### src/rtl/mm_pkg.sv
package mm_pkg;
  localparam int MM_N  = 3;
  localparam int MM_DW = 8;
  localparam int MM_AW = 18;

  typedef enum logic {ST_IDLE = 1'b0, ST_RUN = 1'b1} mm_state_e;
endpackage

### src/rtl/mm_ctrl.sv
module mm_ctrl
  import mm_pkg::*;
#(
  parameter int N  = MM_N,
  parameter int CW = 3
) (
  input  logic          clk,
  input  logic          rst,
  input  logic          start,
  output logic          accept,
  output logic          busy,
  output logic          done,
  output logic [CW-1:0] cnt
);
  localparam int LAST = 3 * N - 3;

  mm_state_e state;

  assign accept = start && (state == ST_IDLE);
  assign busy   = (state == ST_RUN);

  always_ff @(posedge clk) begin
    if (rst) begin
      state <= ST_IDLE;
      cnt   <= '0;
      done  <= 1'b0;
    end else begin
      done <= 1'b0;
      case (state)
        ST_IDLE: begin
          if (start) begin
            state <= ST_RUN;
            cnt   <= '0;
          end
        end
        default: begin
          if (cnt == CW'(LAST)) begin
            state <= ST_IDLE;
            done  <= 1'b1;
          end else begin
            cnt <= cnt + 1'b1;
          end
        end
      endcase
    end
  end

  p_done_single_r3: assert property (@(posedge clk) disable iff (rst)
    done |=> !done);

  p_last_step_done_r3: assert property (@(posedge clk) disable iff (rst)
    (busy && cnt == CW'(LAST)) |=> (done && !busy));

  p_start_ignored_r5: assert property (@(posedge clk) disable iff (rst)
    (busy && cnt != CW'(LAST)) |=> (busy && cnt == CW'($past(cnt) + 1'b1)));
endmodule

### src/rtl/mm_feed.sv
module mm_feed #(
  parameter int N    = 3,
  parameter int DW   = 8,
  parameter int CW   = 3,
  parameter int LANE = 0
) (
  input  logic                 busy,
  input  logic [CW-1:0]        cnt,
  input  logic [N*DW-1:0]      vec,
  output logic signed [DW-1:0] feed
);
  always_comb begin
    feed = '0;
    for (int k = 0; k < N; k++) begin
      if (busy && cnt == CW'(LANE + k)) feed = vec[k*DW +: DW];
    end
  end
endmodule

### src/rtl/mm_pe.sv
module mm_pe #(
  parameter int DW = 8,
  parameter int AW = 18
) (
  input  logic                 clk,
  input  logic                 rst,
  input  logic                 clr,
  input  logic                 en,
  input  logic signed [DW-1:0] a_in,
  input  logic signed [DW-1:0] b_in,
  output logic signed [DW-1:0] a_out,
  output logic signed [DW-1:0] b_out,
  output logic signed [AW-1:0] acc
);
  localparam int PW = 2 * DW;

  logic signed [PW-1:0] prod;
  logic signed [AW-1:0] prod_ext;

  assign prod     = a_in * b_in;
  assign prod_ext = {{(AW-PW){prod[PW-1]}}, prod};

  always_ff @(posedge clk) begin
    if (rst || clr) begin
      a_out <= '0;
      b_out <= '0;
      acc   <= '0;
    end else begin
      a_out <= a_in;
      b_out <= b_in;
      if (en) acc <= acc + prod_ext;
    end
  end

  p_idle_hold_r4: assert property (@(posedge clk) disable iff (rst)
    (!en && !clr) |=> $stable(acc));

  p_clear_r6: assert property (@(posedge clk) disable iff (rst)
    clr |=> (acc == '0));
endmodule

### src/rtl/systolic_mm.sv
module systolic_mm
  import mm_pkg::*;
#(
  parameter int N  = MM_N,
  parameter int DW = MM_DW,
  parameter int AW = MM_AW
) (
  input  logic            clk,
  input  logic            rst,
  input  logic            start,
  input  logic [N*N*DW-1:0] a_flat,
  input  logic [N*N*DW-1:0] b_flat,
  output logic [N*N*AW-1:0] c_flat,
  output logic            busy,
  output logic            done
);
  localparam int LAST = 3 * N - 3;
  localparam int CW   = $clog2(LAST + 1);

  logic          accept;
  logic [CW-1:0] cnt;
  logic [N*N*DW-1:0] a_q, b_q;

  logic signed [DW-1:0] a_h [N][N+1];
  logic signed [DW-1:0] b_v [N+1][N];
  logic [N*DW-1:0]      b_col [N];

  mm_ctrl #(.N(N), .CW(CW)) u_ctrl (
    .clk(clk), .rst(rst), .start(start), .accept(accept),
    .busy(busy), .done(done), .cnt(cnt)
  );

  always_ff @(posedge clk) begin
    if (rst) begin
      a_q <= '0;
      b_q <= '0;
    end else if (accept) begin
      a_q <= a_flat;
      b_q <= b_flat;
    end
  end

  for (genvar e = 0; e < N; e++) begin : g_edge
    for (genvar k = 0; k < N; k++) begin : g_col_pack
      assign b_col[e][k*DW +: DW] = b_q[(k*N+e)*DW +: DW];
    end

    mm_feed #(.N(N), .DW(DW), .CW(CW), .LANE(e)) u_row_feed (
      .busy(busy), .cnt(cnt), .vec(a_q[e*N*DW +: N*DW]), .feed(a_h[e][0])
    );

    mm_feed #(.N(N), .DW(DW), .CW(CW), .LANE(e)) u_col_feed (
      .busy(busy), .cnt(cnt), .vec(b_col[e]), .feed(b_v[0][e])
    );
  end

  for (genvar i = 0; i < N; i++) begin : g_row
    for (genvar j = 0; j < N; j++) begin : g_cell
      logic signed [AW-1:0] acc;

      mm_pe #(.DW(DW), .AW(AW)) u_pe (
        .clk(clk), .rst(rst), .clr(accept), .en(busy),
        .a_in(a_h[i][j]), .b_in(b_v[i][j]),
        .a_out(a_h[i][j+1]), .b_out(b_v[i+1][j]),
        .acc(acc)
      );

      assign c_flat[(i*N+j)*AW +: AW] = acc;
    end
  end

  p_result_hold_r4: assert property (@(posedge clk) disable iff (rst)
    (done && !start) |=> $stable(c_flat));

  p_accept_idle_r6: assert property (@(posedge clk) disable iff (rst)
    (start && !busy) |=> busy);
endmodule

### config.mk
export PLATFORM = sky130hd
export DESIGN_NAME = systolic_mm
export DESIGN_NICKNAME = d
export VERILOG_FILES = /design/src/rtl/mm_pkg.sv /design/src/rtl/mm_ctrl.sv /design/src/rtl/mm_feed.sv /design/src/rtl/mm_pe.sv /design/src/rtl/systolic_mm.sv
export SDC_FILE = /design/constraint.sdc
export NUM_CORES = 2
export LEC_CHECK = 0
export BUFFER_PORTS_ARGS = -buffer_cell sky130_fd_sc_hd__buf_2
export CORE_UTILIZATION = 38
export CTS_CLUSTER_DIAMETER = 80
export DETAILED_ROUTE_END_ITERATION = 16
export SLEW_MARGIN = 20
export SYNTH_ARGS = -nofsm -noshare
export SYNTH_HDL_FRONTEND = slang
export SYNTH_SLANG_ARGS = --single-unit
### constraint.sdc
create_clock -name clk -period 12.12 [get_ports clk]
set_input_delay 1.212 -clock clk [delete_from_list [all_inputs] [get_ports clk]]
set_output_delay 1.212 -clock clk [all_outputs]
set_load 0.05 [all_outputs]
==> insert_results.sql <==
INSERT INTO impl_metrics (metric_group, metric, value, unit) VALUES
('setup_path', 'worstPathMaxFanout', '22', ''),
('setup_path', 'setup.worst_path.start_class', 'register', ''),
('grt', 'grt_antenna_before_repair', '2', ''),
('route', 'firstDrtPassIters', '8', ''),
('power', 'powerDensity', '69.8', 'nW/um^2'),
('logic_synthesis', 'post_synth_num_cell_types', '69', ''),
('clock_tree', 'post_cts_resized', '0', ''),
('setup_path', 'path_class', 'register to register', ''),
('timing', 'worst_slew_margin_rel', '27.5', '%'),
('clock_tree', 'cts-hold-fix-buffers', '0', ''),
('setup_path', 'rr_startpoint', 'u_ctrl.busy', ''),
('timing', 'setup_viol', '0', ''),
('grt', 'grt.total_usage', '20.6', '%'),
('route', 'vias_per_cell', '4.86', ''),
('worst_hold_path', 'holdCritPathClass', 'register to register', ''),
('logic_synthesis', 'synth_sequential_area_ratio', '18.8', '%'),
('grt', 'grt_pass1_vias', '33637', ''),
('timing', 'period_minus_slack', '7.93', 'ns'),
('logic_synthesis', 'synth_top_cell_area_share', '33.4', '%'),
('route', 'detailedRoute.firstIterationViolations', '1417', ''),
('timing', 'setup_tns', '0', 'ns'),
('logic_synthesis', 'synth_flop_type', 'sky130_fd_sc_hd__dfxtp_1', ''),
('logic_synthesis', 'syn_inst', '4697', ''),
('timing', 'finalClockSkew', '0.0362', 'ns'),
('setup_path', 'timing.reg2reg.worst_path_depth', '22', ''),
('setup_path', 'critical_path_required', '12.64', 'ns'),
('clock_tree', 'cts_sinks', '407', ''),
('die', 'core_region_area', '113000', 'um^2'),
('place', 'gp_congestion', '0.886', ''),
('setup_path', 'crit_path_cell_trace', 'and2b_1 > and2_1 > nor2b_1 > buf_4 > a221oi_1 > nor2_1 > and2_1 > inv_1 > fa_1 > inv_1 > fa_1 > fa_1 > fa_1 > fa_1 > ha_1 > o21ai_0 > o21ai_0 > a41oi_1 > o31a_1 > xnor2_1 > o211ai_1 > o41ai_1', ''),
('setup_path', 'slowest_stage', 'sky130_fd_sc_hd__and2_1', ''),
('die', 'dieHeight', '339', 'um'),
('timing', 'rsz0062_at_grt', 'false', ''),
('logic_synthesis', 'synth.area.top_cells', 'sky130_fd_sc_hd__fa_1 33%, sky130_fd_sc_hd__dfxtp_1 19%, sky130_fd_sc_hd__ha_1 11%', ''),
('timing', 'finalMaxSlewViolations', '0', ''),
('timing', 'final.period_utilization', '65.4', '%'),
('clock_tree', 'cts.htree.levels', '2', ''),
('run_status', 'status', 'complete, no violations', ''),
('die', 'die-area', '115000', 'um^2'),
('die', 'pin_count', '311', ''),
('power', 'max-vdd-ir-drop', '0.000112', 'V'),
('die', 'horizontal_die_dimension', '339', 'um'),
('finish', 'filler_cell_count', '11198', ''),
('clock_tree', 'postCtsSetupRepairBufs', '0', ''),
('finish', 'drive_above_1_share', '9.66', '%'),
('logic_synthesis', 'syn-cell-area', '43200', 'um^2'),
('logic_synthesis', 'synth_fp_nets', '5947', ''),
('clock_tree', 'clk_transition_reported_paths', '0.06', 'ns'),
('place', 'dpl.cell_count', '6386', ''),
('setup_path', 'timing.reg2reg.setup_slack', '4.19', 'ns'),
('place', 'port_buffers', '310', ''),
('setup_path', 'crit_arrival', '8.45', 'ns'),
('timing', 'hold_viol', '0', ''),
('die', 'initial_utilization', '38.4', '%'),
('clock_tree', 'num_cts_buffers', '53', ''),
('power', 'power', '3.36', 'mW'),
('logic_synthesis', 'synth.yosys.warnings', '0', ''),
('finish', 'area_growth_syn_to_layout', '11.5', '%'),
('logic_synthesis', 'synth_area_per_cell', '9.21', 'um^2'),
('route', 'post-route-drc-count', '0', ''),
('worst_hold_path', 'holdPathEnd', 'b_q[17]', ''),
('place', 'post-dp-hpwl', '93200', 'um'),
('setup_path', 'end_kind', 'register', ''),
('clock_tree', 'cts-root-to-sink-buffers', '3', ''),
('route', 'postRouteWirelength', '115000', 'um'),
('finish', 'finalNonFillerCells', '6483', ''),
('power', 'leakagePower', '24.2', 'nW'),
('grt', 'global_route_overflow', '0', ''),
('clock_tree', 'cts-root-buf', 'sky130_fd_sc_hd__clkbuf_16', ''),
('setup_path', 'r2r-end', 'g_row[0].g_cell[1].u_pe.acc[17]', ''),
('route', 'wl_per_cell', '17.8', 'um');
## state kept, by name, indices dropped and copies added, names as in the netlist
register / cells
u_ctrl.busy: 1
g_row.g_cell.u_pe.acc: 162
u_ctrl.done: 1
g_row.g_cell.u_pe.a_out: 48
a_q: 72
g_row.g_cell.u_pe.b_out: 48
u_ctrl.cnt: 3
b_q: 72
## worst max path at each step
stage	end	startpoint	cells after the start	slack, ns
5_1_grt	g_row[0].g_cell[1].u_pe.acc[17]	u_ctrl.busy	22	3.60
3_3_place_gp	g_row[0].g_cell[1].u_pe.acc[17]	u_ctrl.busy	22	4.31
6_report	g_row[0].g_cell[1].u_pe.acc[17]	u_ctrl.busy	22	4.19
4_1_cts	g_row[0].g_cell[1].u_pe.acc[17]	u_ctrl.busy	22	4.16
3_5_place_dp	g_row[0].g_cell[1].u_pe.acc[17]	u_ctrl.busy	22	4.18
2_1_floorplan	g_row[1].g_cell[0].u_pe.acc[16]	u_ctrl.busy	24	5.20
## cell type report
class / instances / area (um^2) / area share [%]
Clock inverter: 21 / 279 / 0.579
Timing Repair Buffer: 340 / 1780 / 3.70
Inverter: 840 / 3150 / 6.54
Antenna cell: 3 / 7.51 / 0.0156
Multi-Input combinational cell: 3299 / 31400 / 65.1
Sequential cell: 407 / 8150 / 16.9
Clock buffer: 73 / 1560 / 3.24
Tap cell: 1500 / 1880 / 3.89
## power breakdown
| group | switching (mW) | internal (mW) |
|---|---|---|
| Combinational | 0.195 | 0.0891 |
| Sequential | 0.0303 | 1.37 |
| Clock | 0.670 | 1.01 |
| Total | 0.895 | 2.47 |
## Yosys cell counts, drive strengths merged, types with 4 or more instances
cell type / number
mux2i: 94
nor2b: 84
nand2b: 53
nor4: 9
and2: 248
o22ai: 10
a211oi: 54
nor3: 25
a31o: 9
clkbuf: 126
buf: 25
or2: 11
a21o: 27
nor2: 332
a41oi: 5
a221oi: 11
and3: 11
o21ai: 91
xnor2: 108
a31oi: 7
inv: 839
o21bai: 11
o211ai: 9
ha: 382
a21oi: 266
dfxtp: 407
a221o: 7
o31a: 5
fa: 721
xor2: 42
a2111oi: 4
nand2: 570
a22oi: 16
nand3: 22
o21a: 19
## worst min-delay path: cells and delay by family (launching register included)
kind               cells  cell delay (ns)
DFF                    1             0.30
and+or+nand+nor        1             0.05
AOI/OAI and AO/OA      1             0.05
## cell families after synthesis
family / after synthesis / synth area share, %
multiplexers: 97 / 2.26
buffers and inverters: 991 / 8.65
AO/OA/AOI/OAI: 569 / 8.11
adder cells (fa/ha/maj): 1103 / 44.4
XOR/XNOR: 150 / 3.04
AND/OR/NAND/NOR: 1380 / 14.7
flip-flops: 407 / 18.8
## per-stage QoR
| step | instance area, um^2 | util (%) | setup WS (ns) | hold slack [ns] |
|---|---|---|---|---|
| 2_1_floorplan | 43200 | - | 5.20 | 0.432 |
| 3_3_place_gp | 46400 | 41.1 | 4.31 | 0.442 |
| 3_5_place_dp | 46400 | 41.1 | 4.18 | 0.444 |
| 4_1_cts | 48200 | 42.8 | 4.16 | 0.452 |
| 5_1_grt | 48200 | 42.8 | 3.60 | 0.472 |
| 6_report | 48200 | 42.8 | 4.19 | 0.453 |
## cell usage in the layout, fill, tap and decap left out, drive strengths merged, types with 16 or more instances in the layout
cell	n
o21a	19
ha	382
xnor2	108
and2	248
nor2b	84
xor2	42
nor2	332
nand2b	53
inv	842
o21ai	91
nand2	570
buf	340
fa	721
a211oi	54
mux2i	94
a21oi	266
nand3	22
nor3	25
dfxtp	407
a21o	27
a22oi	16
clkbuf	73
## per-layer routing
layer | part of all wire (%) | global-route usage [%] | up-vias | wire length, um
met2 | 48 | 34.9 | 649 | 55600
met4 | 3.0 | 6.59 | 2 | 3520
li1 | - | - | 15069 | -
met3 | 4.8 | 3.43 | 136 | 5600
met5 | 0.011 | 0 | - | 13
met1 | 44 | 26.9 | 15661 | 50800
Note: power is estimated with default switching activity, not from simulation.
